`config.mk`:
```
export PLATFORM = sky130hd
export DESIGN_NAME = cic_top
export DESIGN_NICKNAME = d
export VERILOG_FILES = /design/src/rtl/cic_pkg.sv /design/src/rtl/cic_unit_tick.sv /design/src/rtl/cic_w1c.sv /design/src/rtl/cic_coalesce.sv /design/src/rtl/cic_period.sv /design/src/rtl/cic_top.sv
export SDC_FILE = /design/constraint.sdc
export NUM_CORES = 1
export LEC_CHECK = 0
export BUFFER_PORTS_ARGS = -buffer_cell sky130_fd_sc_hd__clkbuf_2
export CAP_MARGIN = 20
export CELL_PAD_IN_SITES_DETAIL_PLACEMENT = 0
export CELL_PAD_IN_SITES_GLOBAL_PLACEMENT = 1
export CORE_UTILIZATION = 40
export CTS_BUF_LIST = sky130_fd_sc_hd__clkbuf_8
export DETAILED_ROUTE_END_ITERATION = 8
export HOLD_SLACK_MARGIN = 0.03
export PLACE_DENSITY_LB_ADDON = 0.15
export SLEW_MARGIN = 20
export SYNTH_ARGS = -nofsm -noshare
export SYNTH_HDL_FRONTEND = slang
export SYNTH_SLANG_ARGS = --single-unit
```
`constraint.sdc`:
```
create_clock -name clk -period 5.03 [get_ports clk]
set_input_delay 0.503 -clock clk [delete_from_list [all_inputs] [get_ports clk]]
set_output_delay 0.503 -clock clk [all_outputs]
set_load 0.05 [all_outputs]
```
`src/rtl/cic_pkg.sv`:
```
package cic_pkg;
  localparam int unsigned WORD_W = 32;

  localparam logic [1:0] SEL_STATUS = 2'd0;
  localparam logic [1:0] SEL_ENABLE = 2'd1;
  localparam logic [1:0] SEL_DMA    = 2'd2;
  localparam logic [1:0] SEL_CONFIG = 2'd3;

  // main word: stored bits and summary positions
  localparam int unsigned MB_PERIODIC = 28;
  localparam int unsigned MB_SUM_RX   = 31;
  localparam int unsigned MB_SUM_ERR  = 29;
  localparam int unsigned MB_SUM_TX   = 27;
  localparam logic [WORD_W-1:0] MAIN_STORE_MASK = 32'h1600_00CB;

  // DMA word bit positions
  localparam int unsigned DB_ERR    = 31;
  localparam int unsigned DB_URGENT = 30;
  localparam int unsigned DB_RX1    = 17;
  localparam int unsigned DB_RX0    = 16;
  localparam int unsigned DB_TX1    = 1;
  localparam int unsigned DB_TX0    = 0;
  localparam logic [WORD_W-1:0] DMA_STORE_MASK = 32'hC003_0003;

  typedef enum logic [1:0] {
    CS_IDLE  = 2'd0,
    CS_COUNT = 2'd1,
    CS_FIRE  = 2'd2
  } coal_state_e;
endpackage

```
`src/rtl/cic_unit_tick.sv`:
```
module cic_unit_tick #(
  parameter int unsigned UNIT_US = 32
) (
  input  logic clk,
  input  logic rst_n,
  input  logic run_i,
  input  logic us_tick_i,
  output logic unit_o
);
  localparam int unsigned CW = (UNIT_US > 1) ? $clog2(UNIT_US) : 1;
  localparam logic [CW-1:0] LAST = CW'(UNIT_US - 1);

  logic [CW-1:0] cnt_q, cnt_d;
  logic          cnt_en;

  always_comb begin
    cnt_en = 1'b0;
    cnt_d  = cnt_q;
    if (!run_i) begin
      cnt_en = (cnt_q != '0);
      cnt_d  = '0;
    end else if (us_tick_i) begin
      cnt_en = 1'b1;
      cnt_d  = (cnt_q == LAST) ? '0 : cnt_q + 1'b1;
    end
  end

  always_ff @(posedge clk or negedge rst_n) begin
    if (!rst_n)      cnt_q <= '0;
    else if (cnt_en) cnt_q <= cnt_d;
  end

  assign unit_o = run_i && us_tick_i && (cnt_q == LAST);
endmodule

```
`src/rtl/cic_w1c.sv`:
```
module cic_w1c #(
  parameter int unsigned W = 32,
  parameter logic [W-1:0] MASK = '1
) (
  input  logic         clk,
  input  logic         rst_n,
  input  logic [W-1:0] set_i,
  input  logic [W-1:0] clr_i,
  output logic [W-1:0] q_o
);
  logic [W-1:0] q_q, q_d;
  logic         q_en;

  // a set in the same cycle as a clear wins
  always_comb begin
    q_d  = ((q_q & ~clr_i) | set_i) & MASK;
    q_en = (q_d != q_q);
  end

  always_ff @(posedge clk or negedge rst_n) begin
    if (!rst_n)    q_q <= '0;
    else if (q_en) q_q <= q_d;
  end

  assign q_o = q_q;
endmodule

```
`src/rtl/cic_coalesce.sv`:
```
module cic_coalesce import cic_pkg::*; #(
  parameter int unsigned UNIT_US = 32,
  parameter int unsigned CFG_W   = 8
) (
  input  logic             clk,
  input  logic             rst_n,
  input  logic             us_tick_i,
  input  logic [CFG_W-1:0] delay_i,
  input  logic             pending_i,
  output logic             fire_o
);
  coal_state_e      st_q, st_d;
  logic [CFG_W-1:0] uc_q, uc_d;
  logic [CFG_W:0]   uc_inc;
  logic             unit;
  logic             run;

  assign run    = (st_q == CS_COUNT);
  assign uc_inc = {1'b0, uc_q} + 1'b1;

  cic_unit_tick #(.UNIT_US(UNIT_US)) u_pre (
    .clk       (clk),
    .rst_n     (rst_n),
    .run_i     (run),
    .us_tick_i (us_tick_i),
    .unit_o    (unit)
  );

  always_comb begin
    st_d = st_q;
    uc_d = uc_q;
    unique case (st_q)
      CS_IDLE: begin
        uc_d = '0;
        if (pending_i && (delay_i != '0)) st_d = CS_COUNT;
      end
      CS_COUNT: begin
        if (!pending_i) begin
          st_d = CS_IDLE;
          uc_d = '0;
        end else if (unit) begin
          if (uc_inc >= {1'b0, delay_i}) st_d = CS_FIRE;
          else                           uc_d = uc_inc[CFG_W-1:0];
        end
      end
      CS_FIRE: begin
        uc_d = '0;
        if (!pending_i) st_d = CS_IDLE;
      end
      default: begin
        st_d = CS_IDLE;
        uc_d = '0;
      end
    endcase
  end

  always_ff @(posedge clk or negedge rst_n) begin
    if (!rst_n) begin
      st_q <= CS_IDLE;
      uc_q <= '0;
    end else begin
      st_q <= st_d;
      uc_q <= uc_d;
    end
  end

  assign fire_o = (st_q == CS_FIRE);
endmodule

```
`src/rtl/cic_period.sv`:
```
module cic_period #(
  parameter int unsigned UNIT_US = 32,
  parameter int unsigned CFG_W   = 8
) (
  input  logic             clk,
  input  logic             rst_n,
  input  logic             us_tick_i,
  input  logic [CFG_W-1:0] period_i,
  output logic             hit_o
);
  logic [CFG_W-1:0] pc_q, pc_d;
  logic [CFG_W:0]   pc_inc;
  logic             run;
  logic             unit;

  assign run    = (period_i != '0);
  assign pc_inc = {1'b0, pc_q} + 1'b1;

  cic_unit_tick #(.UNIT_US(UNIT_US)) u_pre (
    .clk       (clk),
    .rst_n     (rst_n),
    .run_i     (run),
    .us_tick_i (us_tick_i),
    .unit_o    (unit)
  );

  always_comb begin
    pc_d  = pc_q;
    hit_o = 1'b0;
    if (!run) begin
      pc_d = '0;
    end else if (unit) begin
      if (pc_inc >= {1'b0, period_i}) begin
        hit_o = 1'b1;
        pc_d  = '0;
      end else begin
        pc_d = pc_inc[CFG_W-1:0];
      end
    end
  end

  always_ff @(posedge clk or negedge rst_n) begin
    if (!rst_n) pc_q <= '0;
    else        pc_q <= pc_d;
  end
endmodule

```
`src/rtl/cic_top.sv`:
```
module cic_top import cic_pkg::*; #(
  parameter int unsigned     UNIT_US   = 32,
  parameter int unsigned     CFG_W     = 8,
  parameter logic [CFG_W-1:0] DELAY_RST = 'h40
) (
  input  logic        clk,
  input  logic        rst_n,
  input  logic        us_tick,
  input  logic [1:0]  reg_sel,
  input  logic        wr_en,
  input  logic [31:0] wr_data,
  output logic [31:0] rd_data,
  input  logic [31:0] evt_main,
  input  logic [31:0] evt_dma,
  output logic        host_irq
);
  localparam int unsigned CFG_BITS = 2 * CFG_W;

  logic [WORD_W-1:0] main_q, dma_q, main_view, en_q, en_d;
  logic [WORD_W-1:0] main_set, main_clr, dma_clr;
  logic [CFG_W-1:0]  delay_q, delay_d, per_q, per_d;
  logic              en_we, cfg_we;
  logic              per_hit, fire, pending, urgent;

  // write decode
  assign en_we    = wr_en && (reg_sel == SEL_ENABLE);
  assign cfg_we   = wr_en && (reg_sel == SEL_CONFIG);
  assign main_clr = (wr_en && (reg_sel == SEL_STATUS)) ? wr_data : '0;
  assign dma_clr  = (wr_en && (reg_sel == SEL_DMA))    ? wr_data : '0;

  always_comb begin
    main_set = evt_main;
    main_set[MB_PERIODIC] = evt_main[MB_PERIODIC] | per_hit;
  end

  cic_w1c #(.W(WORD_W), .MASK(MAIN_STORE_MASK)) u_main (
    .clk   (clk),
    .rst_n (rst_n),
    .set_i (main_set),
    .clr_i (main_clr),
    .q_o   (main_q)
  );

  cic_w1c #(.W(WORD_W), .MASK(DMA_STORE_MASK)) u_dma (
    .clk   (clk),
    .rst_n (rst_n),
    .set_i (evt_dma),
    .clr_i (dma_clr),
    .q_o   (dma_q)
  );

  // folded DMA summaries in the main view
  always_comb begin
    main_view = main_q;
    main_view[MB_SUM_RX]  = dma_q[DB_URGENT] | dma_q[DB_RX1] | dma_q[DB_RX0];
    main_view[MB_SUM_ERR] = dma_q[DB_ERR];
    main_view[MB_SUM_TX]  = dma_q[DB_TX1] | dma_q[DB_TX0];
  end

  // enable and configuration registers
  always_comb begin
    en_d    = en_q;
    delay_d = delay_q;
    per_d   = per_q;
    if (en_we) en_d = wr_data;
    if (cfg_we) begin
      delay_d = wr_data[CFG_W-1:0];
      per_d   = wr_data[CFG_BITS-1:CFG_W];
    end
  end

  always_ff @(posedge clk or negedge rst_n) begin
    if (!rst_n)     en_q <= '0;
    else if (en_we) en_q <= en_d;
  end

  always_ff @(posedge clk or negedge rst_n) begin
    if (!rst_n) begin
      delay_q <= DELAY_RST;
      per_q   <= '0;
    end else if (cfg_we) begin
      delay_q <= delay_d;
      per_q   <= per_d;
    end
  end

  cic_period #(.UNIT_US(UNIT_US), .CFG_W(CFG_W)) u_period (
    .clk       (clk),
    .rst_n     (rst_n),
    .us_tick_i (us_tick),
    .period_i  (per_q),
    .hit_o     (per_hit)
  );

  assign pending = |(main_view & en_q);
  assign urgent  = dma_q[DB_URGENT] & en_q[MB_SUM_RX];

  cic_coalesce #(.UNIT_US(UNIT_US), .CFG_W(CFG_W)) u_coal (
    .clk       (clk),
    .rst_n     (rst_n),
    .us_tick_i (us_tick),
    .delay_i   (delay_q),
    .pending_i (pending),
    .fire_o    (fire)
  );

  assign host_irq = pending && (fire || (delay_q == '0) || urgent);

  // read mux
  always_comb begin
    unique case (reg_sel)
      SEL_STATUS: rd_data = main_view;
      SEL_ENABLE: rd_data = en_q;
      SEL_DMA:    rd_data = dma_q;
      default:    rd_data = WORD_W'({per_q, delay_q});
    endcase
  end
endmodule

```
Word-level counts from Yosys, hierarchy flattened
Cells that the tools add are included.

Flip-flop bits (word level): 90. Bits of input ports: 102. Output and inout port bits: 33. Logic and storage cells: 97.

Add/sub/neg operators: 4. Order comparisons: 2. Equal/unequal tests: 17. Mux-type cells: 28. Bitwise logic cells: 12. Reductions and logical operators: 24.

Operators with widths (count): 32-bit one-hot mux with 3 select lines (1); 32-bit bitwise AND (2); 8-bit two-way mux (7); 32-bit two-way mux (1); 32-bit inverter (1); 32-bit OR (1); 32-bit OR reduction (1); 5-bit two-way mux (6); 29-bit bitwise AND (1); 29-bit two-way mux (1); 29-bit inverter (1); 29-bit OR (1); 8-bit by 1-bit adder with 9-bit output, second input constant (2); 9-bit by 8-bit >= comparator with 1-bit output (2); 8-bit nonzero test (2); 5-bit by 1-bit adder with 5-bit output, second input constant (2); 5-bit == test, second input constant (2); 1-bit logical AND (10); 2-bit two-way mux (5); 5-bit nonzero test (2); 8-bit zero test (1); 8-bit != test (1); 2-bit == test, second input constant (3); 1-bit two-way mux (6); 13 further kinds (25).

Longest topological paths before layout
Depth after elaboration: 8. Mapped depth: 12. Gate-level depth less buffers: 10.

Hierarchy
From an unflattened synthesis, not the netlist that was laid out.

Cells, all modules: 614. Area total of the unflattened synthesis: 6497.5 µm².

Modules (own cells, without submodules): cic_top (instances 1, cells each 279, area an instance 3370.7 µm², seq. area each 1202.4 µm²); cic_coalesce (instances 1, cells each 94, area an instance 813.3 µm², seq. area each 250.2 µm²); cic_period (instances 1, cells each 89, area an instance 792.0 µm², seq. area each 200.2 µm²); cic_unit_tick (instances 2, cells each 29, area an instance 315.3 µm², seq. area each 125.1 µm²); cic_w1c at u_main (instances 1, cells each 49, area an instance 474.2 µm², seq. area each 200.2 µm²); cic_w1c at u_dma (instances 1, cells each 45, area an instance 416.6 µm², seq. area each 150.1 µm²).

Worst setup path before layout
No wires, ideal clock.

Path type: input port to output port. Start: input reg_sel[0]. End: output rd_data[27]. Arrival time: 2303 ps. Required time: 4527 ps. Setup slack: 2224 ps. Stages: 4. Buffers on the path: 2. Cells stage by stage: buf_1 clkbuf_1 nor3_1 nor3_1.

Word-level cells in the longest chain between the ends: 2. Elaborated cells on any way between the ends: 4. Those cells by class: eq/ne (2); mux (1); reduce/logical (1).

Ends and longest elaborated chain: from (decl) (line cic_top.sv:9) `input logic [1:0] reg_sel,`; 2-bit == test (tied with other cells) (line cic_top.sv:111) `unique case (reg_sel)`; 32-bit one-hot mux with 3 select lines (*) (line cic_top.sv:111); to (decl) (line cic_top.sv:12) `output logic [31:0] rd_data,`.

Every way passes the cells marked *; elsewhere a longest branch is shown, timed or not.

Worst setup path in the final report
Start: register u_coal.uc_q[0]. End: register u_coal.uc_q[6].

Word-level cells in the longest chain between the ends: 5. Elaborated cells on any way between the ends: 8. Those cells by class: add/sub (1); order compare (1); eq/ne (1); mux (4); reduce/logical (1).

Ends and longest elaborated chain: from (decl) (line cic_coalesce.sv:13) `logic [CFG_W-1:0] uc_q, uc_d;`; from (signal assigned) (line cic_coalesce.sv:63) `uc_q <= uc_d;`; 8-bit by 1-bit adder with 9-bit output (*) (line cic_coalesce.sv:19) `assign uc_inc = {1'b0, uc_q} + 1'b1;`; branches (longest 4 deep; another with 9-bit by 8-bit >= comparator with 1-bit output).

Every way passes the cells marked *. The select of a mux whose other input is x is not followed. A chain may end at the register's enable or synchronous reset.

==> flow_summary.json <==
{
  "drive_above_1_share_pct": 30.6,
  "worst-endpoint-required_ps": 5330,
  "whs_path_depth": 2,
  "antenna_left": 0,
  "synth_simple_gate_area_share_pct": 14.2,
  "grt_pass1_vias": 3728,
  "crit-reg2reg-launch": "u_coal.uc_q[0]",
  "postSynthCellCount": 456,
  "detailed_place_hpwl_mm": 8.14,
  "power-per-cell-area_nw_per_um2": 345,
  "floorplan.io_pins": 135,
  "area_taken_by_flip_flops_and_latches_sq_um": 2250,
  "tritoncts.num_buffers": 9,
  "worst_r2r_path_depth": 10,
  "synth_enable_flop_cells": 0,
  "final-max-slew-violation-count": 0,
  "core_area_sq_um": 12100,
  "yosysWarningCount": 0,
  "hold_path_startpoint": "evt_main[25]",
  "setup_violations": 0,
  "r2r_endpoint": "u_coal.uc_q[6]",
  "route.detailed.vias_per_inst": 5.22,
  "clkSinkCount": 90,
  "multi_input_area_sq_um": 2560,
  "dominant_combinational_cell_family_by_area_after_synthesis": "multiplexers",
  "vdd_ir_drop_max_mv": 0.173,
  "grt.overflow.total": 0,
  "drc_marker_count_from_the_first_detailed_route_iteration": 149,
  "syn-cell-area_sq_um": 4970,
  "synthMuxAreaShare_pct": 16.5,
  "port-buffer-count": 84,
  "post_drt_wl_per_cell_um": 15.7,
  "yosys_most_used_dff": "dfrtp_1",
  "cts.clk_slew.worst_paths_ps": 100,
  "cp_data_arrival_time_ps": 3450,
  "holdWs_ps": 298,
  "cts-htree-levels": 3,
  "totalNegativeSetupSlack_ps": 0,
  "synthDominantAreaCellType": "dfrtp_1",
  "critical_path_class": "reg -> reg",
  "die_area_sq_um": 12900,
  "rrSetupSlack_ps": 1880,
  "synth.distinct_cells": 55,
  "antenna_violations_before_repair": 0,
  "synth_area_per_cell_sq_um": 10.9,
  "rsz_0062_raised_after_global_routing": "false",
  "timing.hold.worst.class": "in -> reg",
  "post_synthesis_xor_xnor_area_fraction_pct": 2.29,
  "synthTopCellsByArea": "dfrtp_1 (45%), mux2_2 (11%), ha_1 (6.0%), mux2i_1 (4.2%), nand2_1 (2.6%)",
  "slew-limit-headroom_pct": 37.5,
  "ys_ff_latch": 90,
  "setup.worst_path.end_class": "flip-flop",
  "postSynthNetCount": 582,
  "timing.final.hold_violations": 0,
  "filler_cell_count": 1151,
  "timing_worst_slew_pin_value_ps": 934,
  "synthDominantCellAreaShare_pct": 44.8,
  "netlist_top_cells_count": "dfrtp_1 (89), mux2_2 (50), nand2_1 (34), ha_1 (24), mux2i_1 (21)",
  "cts_tree": "built",
  "clkLatencyLatePin_ps": 370,
  "finalNetCount": 663,
  "die_height_um": 113,
  "globalRouteTotalUtil_pct": 18.7,
  "grt_first_pass_wirelength_mm": 18.8,
  "cts.path.max_buffers": 2,
  "die_width_um": 113,
  "leakagePower_uw": 0.00273,
  "gp_congestion": 0.781,
  "holdPathEnd": "u_main.q_o[25]",
  "num_vias": 3705,
  "synth-seq-area-share_pct": 45.4,
  "layout-area-overhead-vs-synth_pct": 17.1,
  "post-route-util_pct": 48.2,
  "synthAdderAreaFrac_pct": 6.05,
  "maxCapViolCount": 0,
  "ctsRootBufferMaster": "clkbuf_8",
  "clock.fmax_mhz": 317,
  "std_cell_rows": 40,
  "postSynth.asyncResetShare_pct": 100,
  "grt_start_max_net_pins": 65,
  "final.min_clock_period_ps": 3150,
  "status": "finished, final reports clean",
  "critPathLaunchType": "flip-flop",
  "synth_compound_gate_area_share_pct": 12.5,
  "drcViolationCount": 0,
  "skew_ps": 9.73,
  "num_antenna_cells": 0,
  "yosysMostFrequentCell": "dfrtp_1",
  "fin_crit_sh_pct": 62.7,
  "detail_route.wirelength_mm": 11.2,
  "cts_resized": 0,
  "effective_utilization_at_floorplan_pct": 41.2,
  "dr.pass1.iters": 4,
  "critical_path_peak_fanout": 13
}
kinds of logic after synthesis:
kind of cell / Yosys count
multiplexers: 73
flip-flops: 90
AND/OR/NAND/NOR: 129
AO/OA/AOI/OAI: 88
buffers and inverters: 39
adder cells (fa/ha/maj): 24
XOR/XNOR: 13
routing by layer:
layer	part of all wire, %	up-vias	global-route usage, %
met5	0	-	0
met4	1.5	0	6.84
met3	4.2	13	3.77
met2	45	57	29.8
met1	49	1831	25.4
li1	-	1804	-
worst max path at each step:
stage | slack [ps] | end | cells past startpoint | startpoint
floorplan | 2220 | rd_data[27] | 4 | reg_sel[0]
global placement | 1980 | u_period.pc_q[6] | 10 | u_period.pc_q[0]
detailed placement | 1910 | u_coal.uc_q[6] | 10 | u_coal.uc_q[0]
CTS | 1890 | u_coal.uc_q[6] | 10 | u_coal.uc_q[0]
global route | 1590 | u_coal.uc_q[3] | 10 | u_coal.uc_q[0]
finish | 1880 | u_coal.uc_q[6] | 10 | u_coal.uc_q[0]
critical path, cell delays in order (launching register included):
cell and delay (ps):
dfrtp_1 430, ha_1 250, nand3_2 120, or2_1 320, xnor2_1 160, ha_1 210, a211o_1 290, o211ai_2 110
o2111ai_1 470, or4_1 570, a21oi_1 150
state kept, by name (all words and copies together), names as in the netlist:
signal / flops
u_dma.q_o: 6
en_q: 32
u_coal.u_pre.cnt_q: 5
u_period.pc_q: 8
u_coal.uc_q: 8
per_q: 8
u_coal.st_q: 2
u_main.q_o: 8
delay_q: 8
u_period.u_pre.cnt_q: 5
area by class of cell:
type	count	share of cell area, %
multi-input combinational	327	44.0
sequential	90	38.7
timing repair buffer	89	7.96
tap	168	3.61
clock buffer	11	2.60
clock inverter	5	1.74
inverter	20	1.29
power breakdown:
group / internal, uW / total [uW] / switching (uW) / leakage (uW)
Clock: 356 / 614 / 259 / 0.000127
Sequential: 834 / 932 / 97.6 / 0.00107
Combinational: 195 / 462 / 267 / 0.00154
cells in the final DEF, fill, tap and decap left out, types with 3 or more instances in the layout:
cell and instances:
bufinv_16 3, ha_1 24, a22o_1 10, clkbuf_8 11, o21ai_0 16, mux2i_1 21
nand3_1 13, dfrtp_1 89, nor2_1 16, and2_1 8, a22oi_1 4, clkbuf_2 83
or4_1 6, and3_1 4, a31oi_1 3, nor4b_1 3, xor2_1 4, buf_4 5
xnor2_1 9, a21oi_1 17, nand2b_1 7, nor3_1 5, inv_1 21, nor2b_1 15
and4_1 3, mux2_2 50, a221o_1 3, o21a_1 3, a21o_1 14, nand2_1 34
o31ai_1 5
repair_timing:
item                                   4_1_cts  5_1_grt
setup buffers                                0        0
hold buffers                                 1        0
endpoints found under the hold margin        3        0
per-stage QoR:
step / total power [uW] / setup WS (ps) / cell area (sq um) / cells
final: 2010 / 1880 / 5820 / 710
after global routing: 2120 / 1590 / 5820 / 710
after CTS: 2030 / 1890 / 5810 / 710
after detailed placement: 1410 / 1910 / 5550 / 693
after global placement: 1400 / 1980 / 5550 / 693
after floorplan: 1270 / 2220 / 4970 / 456
(Power assumes the default switching activity.)
